### config.mk
export PLATFORM = sky130hd
export DESIGN_NAME = raster_sync_gen
export DESIGN_NICKNAME = d
export VERILOG_FILES = /design/src/rtl/rsg_pkg.sv /design/src/rtl/rsg_regs.sv /design/src/rtl/rsg_count.sv /design/src/rtl/rsg_pins.sv /design/src/rtl/raster_sync_gen.sv
export SDC_FILE = /design/constraint.sdc
export NUM_CORES = 1
export LEC_CHECK = 0
export BUFFER_PORTS_ARGS = -buffer_cell sky130_fd_sc_hd__buf_2
export CELL_PAD_IN_SITES_DETAIL_PLACEMENT = 1
export CELL_PAD_IN_SITES_GLOBAL_PLACEMENT = 2
export CORE_MARGIN = 3
export CORE_UTILIZATION = 45
export DETAILED_ROUTE_END_ITERATION = 10
export HOLD_SLACK_MARGIN = 0.08
export PLACE_DENSITY = 0.81
export SETUP_SLACK_MARGIN = 0.15
export SLEW_MARGIN = 25
export SYNTH_ARGS = -nofsm -noshare
export SYNTH_HDL_FRONTEND = slang
export SYNTH_SLANG_ARGS = --single-unit
### constraint.sdc
create_clock -name clk -period 3 [get_ports clk]
set_clock_uncertainty 0.15 [all_clocks]
set_input_delay 0.45 -clock clk [delete_from_list [all_inputs] [get_ports clk]]
set_output_delay 0.45 -clock clk [all_outputs]
set_load 0.01 [all_outputs]
### src/rtl/rsg_pkg.sv
package rsg_pkg;

  localparam int NREG    = 15;
  localparam int RI_CTRL = 0;
  localparam int RI_HTOT = 1;
  localparam int RI_HFP  = 2;
  localparam int RI_HSE  = 3;
  localparam int RI_HBW  = 4;
  localparam int RI_VTOT = 5;
  localparam int RI_VFP  = 6;
  localparam int RI_VSE  = 7;
  localparam int RI_VBW  = 8;
  localparam int RI_VION = 9;
  localparam int RI_VIOF = 10;
  localparam int RI_CHLO = 11;
  localparam int RI_CHHI = 12;
  localparam int RI_CVLO = 13;
  localparam int RI_CVHI = 14;

  // control word bit positions
  localparam int CB_MAP  = 0;
  localparam int CB_POL  = 5;
  localparam int CB_RUN  = 10;
  localparam int CB_TEST = 11;

  typedef struct packed {
    logic hblank;
    logic hsync;
    logic vblank;
    logic vsync;
    logic hgate;
    logic vgate;
    logic vint;
  } rsg_evt_t;

  function automatic int unsigned reg_default(input int idx);
    case (idx)
      RI_HTOT: return 16;
      RI_HFP:  return 2;
      RI_HSE:  return 4;
      RI_HBW:  return 6;
      RI_VTOT: return 8;
      RI_VFP:  return 1;
      RI_VSE:  return 2;
      RI_VBW:  return 3;
      RI_VION: return 1;
      RI_VIOF: return 2;
      default: return 0;
    endcase
  endfunction

  // active for counts lo+1 .. hi
  function automatic logic in_win(input int unsigned cnt, input int unsigned lo,
                                  input int unsigned hi);
    return (cnt > lo) && (cnt <= hi);
  endfunction

  function automatic logic [3:0] route_pins(input logic [2:0] code, input rsg_evt_t e);
    logic cb;
    logic cs;
    logic cur;
    logic [3:0] p;
    cb   = e.hblank | e.vblank;
    cs   = e.hsync ^ e.vsync;
    cur  = e.hgate & e.vgate;
    p[0] = code[0] ? e.vblank : cb;
    p[1] = code[1] ? e.vsync : cs;
    p[2] = code[0] ? e.hblank : (code[2] ? cur : e.hgate);
    p[3] = code[1] ? e.hsync : (code[2] ? e.vint : e.vgate);
    return p;
  endfunction

endpackage

### src/rtl/rsg_regs.sv
module rsg_regs
  import rsg_pkg::*;
#(
  parameter int CW = 12,
  parameter int AW = 4
) (
  input  logic          clk,
  input  logic          rst_n,
  input  logic          wr_en,
  input  logic [AW-1:0] wr_addr,
  input  logic [CW-1:0] wr_data,
  input  logic          commit,
  output logic [2:0]    map_code,
  output logic [3:0]    pol,
  output logic          run,
  output logic          test,
  output logic [CW-1:0] act [1:NREG-1]
);

  logic [CW-1:0] shd [1:NREG-1];
  logic          ctrl_hit;

  assign ctrl_hit = wr_en && (wr_addr == AW'(RI_CTRL));

  always_ff @(posedge clk or negedge rst_n) begin
    if (!rst_n) begin
      map_code <= '0;
      pol      <= '0;
      run      <= 1'b1;
      test     <= 1'b0;
    end else if (ctrl_hit) begin
      map_code <= wr_data[CB_MAP +: 3];
      pol      <= wr_data[CB_POL +: 4];
      run      <= wr_data[CB_RUN];
      test     <= wr_data[CB_TEST];
    end
  end

  for (genvar gi = 1; gi < NREG; gi++) begin : g_reg
    logic [CW-1:0] wval;
    if (gi == RI_HTOT) begin : g_even
      assign wval = {wr_data[CW-1:1], 1'b0};
    end else begin : g_plain
      assign wval = wr_data;
    end

    always_ff @(posedge clk or negedge rst_n) begin
      if (!rst_n) begin
        shd[gi] <= CW'(reg_default(gi));
        act[gi] <= CW'(reg_default(gi));
      end else begin
        if (wr_en && (wr_addr == AW'(gi))) shd[gi] <= wval;
        if (commit) act[gi] <= shd[gi];
      end
    end
  end

endmodule

### src/rtl/rsg_count.sv
module rsg_count #(
  parameter int CW = 12
) (
  input  logic          clk,
  input  logic          rst_n,
  input  logic          run,
  input  logic          test,
  input  logic [CW-1:0] htot,
  input  logic [CW-1:0] vtot,
  output logic [CW-1:0] hcnt,
  output logic [CW-1:0] vcnt,
  output logic          line_end,
  output logic          frame_end
);

  logic v_step;
  logic v_last;

  assign line_end  = hcnt >= htot;
  assign v_step    = test | line_end;
  assign v_last    = vcnt >= vtot;
  assign frame_end = run & v_step & v_last;

  always_ff @(posedge clk or negedge rst_n) begin
    if (!rst_n) begin
      hcnt <= CW'(1);
      vcnt <= CW'(1);
    end else if (run) begin
      hcnt <= line_end ? CW'(1) : hcnt + CW'(1);
      if (v_step) vcnt <= v_last ? CW'(1) : vcnt + CW'(1);
    end
  end

endmodule

### src/rtl/rsg_pins.sv
module rsg_pins
  import rsg_pkg::*;
#(
  parameter int CW = 12
) (
  input  logic [CW-1:0] hcnt,
  input  logic [CW-1:0] vcnt,
  input  logic [CW-1:0] hfp,
  input  logic [CW-1:0] hse,
  input  logic [CW-1:0] hbw,
  input  logic [CW-1:0] vfp,
  input  logic [CW-1:0] vse,
  input  logic [CW-1:0] vbw,
  input  logic [CW-1:0] vion,
  input  logic [CW-1:0] viof,
  input  logic [CW-1:0] chlo,
  input  logic [CW-1:0] chhi,
  input  logic [CW-1:0] cvlo,
  input  logic [CW-1:0] cvhi,
  input  logic [2:0]    map_code,
  input  logic [3:0]    pol,
  output rsg_evt_t      evt,
  output logic [3:0]    pins
);

  always_comb begin
    evt.hblank = in_win(32'(hcnt), 32'd0, 32'(hbw));
    evt.hsync  = in_win(32'(hcnt), 32'(hfp), 32'(hse));
    evt.vblank = in_win(32'(vcnt), 32'd0, 32'(vbw));
    evt.vsync  = in_win(32'(vcnt), 32'(vfp), 32'(vse));
    evt.hgate  = in_win(32'(hcnt), 32'(chlo), 32'(chhi));
    evt.vgate  = in_win(32'(vcnt), 32'(cvlo), 32'(cvhi));
    evt.vint   = in_win(32'(vcnt), 32'(vion), 32'(viof));
  end

  assign pins = route_pins(map_code, evt) ^ ~pol;

endmodule

### src/rtl/raster_sync_gen.sv
module raster_sync_gen
  import rsg_pkg::*;
#(
  parameter int CW = 12,
  parameter int AW = 4
) (
  input  logic          clk,
  input  logic          rst_n,
  input  logic          wr_en,
  input  logic [AW-1:0] wr_addr,
  input  logic [CW-1:0] wr_data,
  output logic [3:0]    sync_pins
);

  logic [2:0]    map_code;
  logic [3:0]    pol;
  logic          run;
  logic          test;
  logic [CW-1:0] act [1:NREG-1];
  logic [CW-1:0] hcnt;
  logic [CW-1:0] vcnt;
  logic          line_end;
  logic          frame_end;
  logic [CW-1:0] htot;
  logic [CW-1:0] vtot;
  rsg_evt_t      evt;

  assign htot = act[RI_HTOT];
  assign vtot = act[RI_VTOT];

  rsg_regs #(.CW(CW), .AW(AW)) u_regs (
    .clk      (clk),
    .rst_n    (rst_n),
    .wr_en    (wr_en),
    .wr_addr  (wr_addr),
    .wr_data  (wr_data),
    .commit   (frame_end),
    .map_code (map_code),
    .pol      (pol),
    .run      (run),
    .test     (test),
    .act      (act)
  );

  rsg_count #(.CW(CW)) u_count (
    .clk       (clk),
    .rst_n     (rst_n),
    .run       (run),
    .test      (test),
    .htot      (htot),
    .vtot      (vtot),
    .hcnt      (hcnt),
    .vcnt      (vcnt),
    .line_end  (line_end),
    .frame_end (frame_end)
  );

  rsg_pins #(.CW(CW)) u_pins (
    .hcnt     (hcnt),
    .vcnt     (vcnt),
    .hfp      (act[RI_HFP]),
    .hse      (act[RI_HSE]),
    .hbw      (act[RI_HBW]),
    .vfp      (act[RI_VFP]),
    .vse      (act[RI_VSE]),
    .vbw      (act[RI_VBW]),
    .vion     (act[RI_VION]),
    .viof     (act[RI_VIOF]),
    .chlo     (act[RI_CHLO]),
    .chhi     (act[RI_CHHI]),
    .cvlo     (act[RI_CVLO]),
    .cvhi     (act[RI_CVHI]),
    .map_code (map_code),
    .pol      (pol),
    .evt      (evt),
    .pins     (sync_pins)
  );

endmodule

==> metrics.yaml, run 1 <==
timing:
  rsz0062_at_grt: "yes"
  relSlewSlack_pct: 45.8
  slew_viol_final: 0
  fin_crit_sh_pct: 123
  final-hold-violation-count: 0
  fmax_ghz: 0.270
  worst_slew_pin_slew_ns: 0.813
  setup_viol: 174
  timing.final.crit_period_ns: 3.70
  setup_slack_ns: -0.704
placed_design:
  io_buffers: 22
  dp_slack_ns: -0.328
  dpl.hpwl_mm: 33.2
  numPlacedInstances: 2105
  placed_area_um2: 20100
  gp_congestion: 0.853
synthesis:
  ys_seq_elements: 367
  synthAdderAreaFrac_pct: 11.6
  synth-edff-count: 0
  syn_area_per_cell_um2: 12.4
  ys_warn_count: 0
  muxShareOfSynthArea_pct: 21.1
  synth.distinct_cells: 54
  synth-xor-area-share_pct: 0.521
  yosys.area_share.simple_pct: 6.12
  synth_top_area_share_pct: 46.0
  synthCells: 1487
  syn-cell-area_um2: 18500
  async_flop_share_pct: 100
  synth_flop_cell: "dfrtp_1"
  synth_top_family_by_area: "multiplexers"
  ys_top_cells_by_area: "dfrtp_1 46%, mux2_2 13%, ha_1 12%"
  synthesis.nets: 1677
  seq_area_frac_synth_pct: 49.9
  synth_compound_area_share_pct: 5.77
  synth_top_area_cell: "dfrtp_1"
layout:
  final_area_um2: 22200
  num-nets-final: 1833
  final_cells: 2198
  layout-area-overhead-vs-synth_pct: 20.0
  drive_gt1_share_pct: 31.3
floorplan:
  die_area_um2: 43500
  core-area_um2: 40200
  ioPinCount: 23
  die_w_um: 209
  rows: 73
  die_h_um: 209
  start_util_pct: 46.0
global_route:
  grt_pass1_vias: 13600
  grt_pass1_wl_mm: 79.4
  grt_antenna_before_repair: 2
  grt_use_total_pct: 23.6
  gr-total-overflow: 0
  grt_max_degree: 79
clocking:
  cts_buffers: 40
  cts_sinks: 367
  cts_buffer_depth: 3
  cts-root-buf: "clkbuf_16"
  cts_tree: "built"
  clk_latency_ns: 0.56
  cts.reportedPaths.clkPinSlew_ns: 0.06
  htree_levels: 2
detailed_routing:
  drc_errors: 0
  route.vias.total: 12300
  wl_per_cell_um: 23.2
  drt_iter0_drc: 578
  wl_mm: 51.1
  firstDrtPassIters: 5
  ant_nets: 0
  routed_via_density: 5.58
power_and_ir_drop:
  power_density_nw_per_um2: 889
  vdd_drop_max_mv: 0.569
  leakagePower_nw: 10.4
critical_path:
  cp_num_buf_inv: 3
  slowest_stage: "dfstp_2"
  cp_top_family: "compound AO/OA/AOI/OAI gates"
  crit_path_max_incr_delay_ns: 0.55
  cp_common_cell: "buf_6"
  required_ns: 2.40
  critPathLaunchType: "flop"
  crit_arrival_ns: 3.10
  cp-end-kind: "primary output"
  cp_cell_sequence: "clkinvlp_4 -> buf_6 -> ha_4 -> nor2b_1 -> o211ai_1 -> a211oi_2 -> a2111oi_2 -> o21ai_1 -> mux2i_1 -> o2111a_2 -> buf_6"
  r2r-start: "u_count.vcnt[0]"
  setup.worst_path.start: "u_count.vcnt[0]"
  path_class: "flop to primary output"
  crit_path_max_fanout: 5
run_status:
  violations: "setup timing"
  outcome: "complete, but fails checks"
hold_path:
  hold_path_class: "input port to async pin"
flow_run:
  cap_violations: 0
[timing repair]
item                       CTS  global route
gates cloned                 6             2
resized for setup           46            31
setup endpoints to repair  184           194
setup buffers                7             5
pin swaps                   23            15
hold endpoints to repair    68             0
hold buffers                 1             0
[final timing paths]
check | end | slack (ns) | cells after the start
worst max-delay path | sync_pins[3] | -0.70 | 11
worst min-delay path | u_regs.shd[32] | 0.33 | 2
worst max register to register | u_regs.act[133] | -0.31 | 14
worst min register to register | u_regs.act[162] | 0.34 | 1
max in group asynchronous | u_regs.act[72] | 1.52 | 3
min in group clk | u_regs.act[162] | 0.34 | 1
[per-stage QoR]
step	hold WS (ns)	TNS, ns	utilization [%]	total power [mW]
CTS	0.331	-20.70	54.6	19.6
detailed placement	0.324	-28.22	50.0	14.0
floorplan	0.00441	0	-	11.4
finish	0.328	-41.62	55.2	19.7
global route	0.349	-63.59	55.2	21.1
global placement	0.313	-20.79	50.0	13.5
[synth_stat cells (all sizes together) (6+ instances only)]
library cell and n:
nand2 32, a211oi 6, nand4 40, mux2 344
ha 171, a21oi 57, a31oi 7, inv 169
nor2 33, o211ai 13, clkbuf 32, buf 19
dfstp 27, a21o 24, nand2b 13, and3 6
nor3 10, nand3 22, dfrtp 340, o31ai 8
o21ai 22, nor2b 20, or3 7, xor2 6
[cell usage in the layout (no fill, tap or decap), types with 40 or more instances in the layout]
cell type,instances
mux2_2,214
mux2_1,130
nand4_1,40
buf_4,108
dfrtp_1,332
inv_1,167
clkbuf_16,43
ha_1,162
a21oi_1,50
[logic make-up after synthesis]
logic type / after synthesis
XOR/XNOR: 11
flip-flops: 367
adder cells (fa/ha/maj): 171
buffers and inverters: 220
AND/OR/NAND/NOR: 209
multiplexers: 346
AO/OA/AOI/OAI: 163
[registers in the layout (all words and copies together) (netlist names)]
name             cells
u_regs.shd         167
u_count.vcnt        12
u_regs.test          1
u_regs.map_code      3
u_count.hcnt        12
u_regs.run           1
u_regs.act         167
u_regs.pol           4
[per-layer routing]
| metal | routed length, um | part of all wire, % | track usage (%) |
|---|---|---|---|
| met5 | 0 | 0 | 0 |
| met4 | 1020 | 2.0 | 5.15 |
| met3 | 1770 | 3.5 | 3.33 |
| met2 | 24200 | 47 | 39.2 |
| met1 | 24100 | 47 | 33.3 |
[layout make-up]
class	instances	area, um^2
Clock inverter	15	183
Timing Repair Buffer	165	1690
Inverter	169	641
Antenna cell	1	2.50
Sequential cell	367	9230
Multi-Input combinational cell	900	8600
Clock buffer	56	1180
Fill cell	4082	18000
Tap cell	525	657
[power breakdown]
| part | total (mW) | internal (mW) | switching (mW) | leakage, nW |
|---|---|---|---|---|
| registers | 7.42 | 6.50 | 0.915 | 4.56 |
| clock network | 5.11 | 3.09 | 2.02 | 0.671 |
| logic | 7.18 | 3.61 | 3.57 | 5.19 |
| total | 19.7 | 13.2 | 6.51 | 10.4 |
No activity file was read; power rests on OpenSTA's default activity.
==> run 2, diff against run 1 <==
--- a/config.mk
+++ b/config.mk
@@ -10,6 +10,7 @@
 export CELL_PAD_IN_SITES_GLOBAL_PLACEMENT = 2
 export CORE_MARGIN = 3
 export CORE_UTILIZATION = 45
+export CTS_BUF_LIST = sky130_fd_sc_hd__clkbuf_16
 export DETAILED_ROUTE_END_ITERATION = 10
 export HOLD_SLACK_MARGIN = 0.08
 export PLACE_DENSITY = 0.81
==> run 2 against run 1 <==
Against the previous run: non-clock buffer count decreased by 1; wire length decreased by 0.62%; largest power group unchanged; global-route usage decreased by 0.067 points; critical path depth unchanged; die area unchanged; the flow still finishes with violations (setup timing); first-iteration DRC count increased by 1.4%; design area decreased by 0.54%; critical endpoint unchanged; final cell count unchanged; worst setup slack got worse by 0.0094 ns; combinational power about the same.
==> metrics.yaml, run 2 (synthesis results as in run 1) <==
timing:
  worst_slew_pin_slew_ns: 0.802
  rsz0062_at_grt: "yes"
  slew_viol_final: 0
  setup_slack_ns: -0.714
  timing.final.crit_period_ns: 3.71
  fin_crit_sh_pct: 124
  final-hold-violation-count: 0
  whs_ns: 0.330
  relSlewSlack_pct: 46.5
  fin_setup_tns_ns: -40.20
  setup_viol: 174
  fmax_ghz: 0.269
detailed_routing:
  drt_iter0_drc: 586
  routed_via_density: 5.56
  firstDrtPassIters: 4
  ant_nets: 0
  wl_mm: 50.8
  wl_per_cell_um: 23.1
  route.vias.total: 12200
  drc_errors: 0
global_route:
  met3_usage_pct: 3.42
  grt_pass1_vias: 13500
  met1_usage_pct: 33.3
  met2_usage_pct: 38.8
  grt_pass1_wl_mm: 79.3
  grt_antenna_before_repair: 2
  grt_use_total_pct: 23.5
  busiest_layer: "met2"
  grt_max_degree: 79
  gr-total-overflow: 0
critical_path:
  crit_path_max_incr_delay_ns: 0.55
  crit_arrival_ns: 3.11
  cp_top_family: "compound AO/OA/AOI/OAI gates"
  required_ns: 2.40
  cp-end-kind: "primary output"
  slowest_stage: "dfstp_2"
  cp_num_buf_inv: 3
  cp_cell_sequence: "clkinvlp_4 -> buf_6 -> ha_4 -> nor2b_1 -> o211ai_1 -> a211oi_2 -> a2111oi_2 -> o21ai_1 -> mux2i_1 -> o2111a_2 -> buf_6"
  critPathLaunchType: "flop"
  path_class: "flop to primary output"
  crit_path_max_fanout: 5
  cp_common_cell: "buf_6"
layout:
  reg_top3: "u_regs.act x167, u_regs.shd x167"
  final_cells: 2198
  layout_commonest_cell: "dfrtp_1"
  drive_gt1_share_pct: 30.7
  final_area_um2: 22100
  fill_cells: 4106
  layout-area-overhead-vs-synth_pct: 19.4
  final_cell_mix: "332 x dfrtp_1, 214 x mux2_2, 171 x inv_1"
  num-nets-final: 1832
  utilization_pct: 54.9
clocking:
  cts-root-buf: "clkbuf_16"
  cts_buffer_depth: 3
  cts.reportedPaths.clkPinSlew_ns: 0.06
  clk_latency_ns: 0.55
  htree_levels: 2
  cts_tree: "built"
  cts_buffers: 40
  cts_sinks: 367
power_and_ir_drop:
  vdd_drop_max_mv: 0.566
  power_density_nw_per_um2: 881
  leakagePower_nw: 10.4
  power_mw: 19.4
hold_path:
  hold_path_class: "input port to async pin"
floorplan:
  start_util_pct: 46.0
  ioPinCount: 23
  die_h_um: 209
  die_area_um2: 43500
  core-area_um2: 40200
  die_w_um: 209
  rows: 73
placed_design:
  io_buffers: 22
  dpl.hpwl_mm: 33.2
  gp_congestion: 0.853
  numPlacedInstances: 2105
  placed_area_um2: 20100
  dp_slack_ns: -0.328
run_status:
  outcome: "complete, but fails checks"
  violations: "setup timing"
flow_run:
  cap_violations: 0
-- run 2: cell count changes in the layout (fill, tap and decap cells not counted), sizes merged --
cell    change
buf         -1
bufbuf      +1
clkbuf     -16
clkinv     +10
diode       +1
inv         +5
-- run 2: power breakdown --
group / internal, mW / switching, mW / total (mW)
clock network: 2.81 / 2.01 / 4.82
registers: 6.50 / 0.909 / 7.41
logic: 3.62 / 3.58 / 7.19
-- run 2: worst paths after layout --
check	start	to	slack, ns	depth (start not counted)
setup / recovery	u_count.vcnt[0]	sync_pins[3]	-0.71	11
hold / removal	rst_n	u_regs.shd[32]	0.33	2
setup reg to reg	u_count.vcnt[0]	u_regs.act[113]	-0.26	14
hold reg to reg	u_regs.shd[57]	u_regs.act[57]	0.34	1
max in group asynchronous	rst_n	u_regs.act[145]	1.53	3
min in group clk	u_regs.shd[57]	u_regs.act[57]	0.34	1
-- run 2: final cells by class --
| type | count | area (um^2) | area share (%) |
|---|---|---|---|
| antenna | 2 | 5.00 | 0.0227 |
| clock buffer | 41 | 1030 | 4.65 |
| clock inverter | 30 | 239 | 1.08 |
| inverter | 169 | 641 | 2.90 |
| multi-input combinational | 900 | 8600 | 39.0 |
| sequential | 367 | 9230 | 41.8 |
| tap | 525 | 657 | 2.98 |
| timing repair buffer | 164 | 1670 | 7.55 |
-- run 2: what timing repair did --
item,CTS,global route
endpoints found under the setup margin,184,194
pin swaps,23,16
endpoints found under the hold margin,68,0
hold buffers,1,0
buffers inserted,7,4
resized for setup,45,31
gates cloned,7,1
-- run 2: worst reg2reg max path: stages, from the launching register on --
cell and delay (ns):
dfstp_2 0.55, clkinvlp_4 0.19, buf_4 0.20, ha_4 0.20, nand2b_1 0.17, a21o_1 0.20
a21oi_2 0.16, o21ai_1 0.10, o211ai_1 0.17, buf_4 0.16, a21oi_4 0.08, buf_6 0.15
buf_16 0.15, clkbuf_16 0.18, mux2_1 0.32
-- run 2: metal layers --
| metal | share of wire (%) | vias up | wire (um) |
|---|---|---|---|
| met3 | 3.3 | 57 | 1660 |
| met2 | 48 | 182 | 24100 |
| li1 | - | 5579 | - |
| met1 | 47 | 6404 | 24100 |
| met5 | 0 | - | 0 |
| met4 | 1.8 | 0 | 920 |
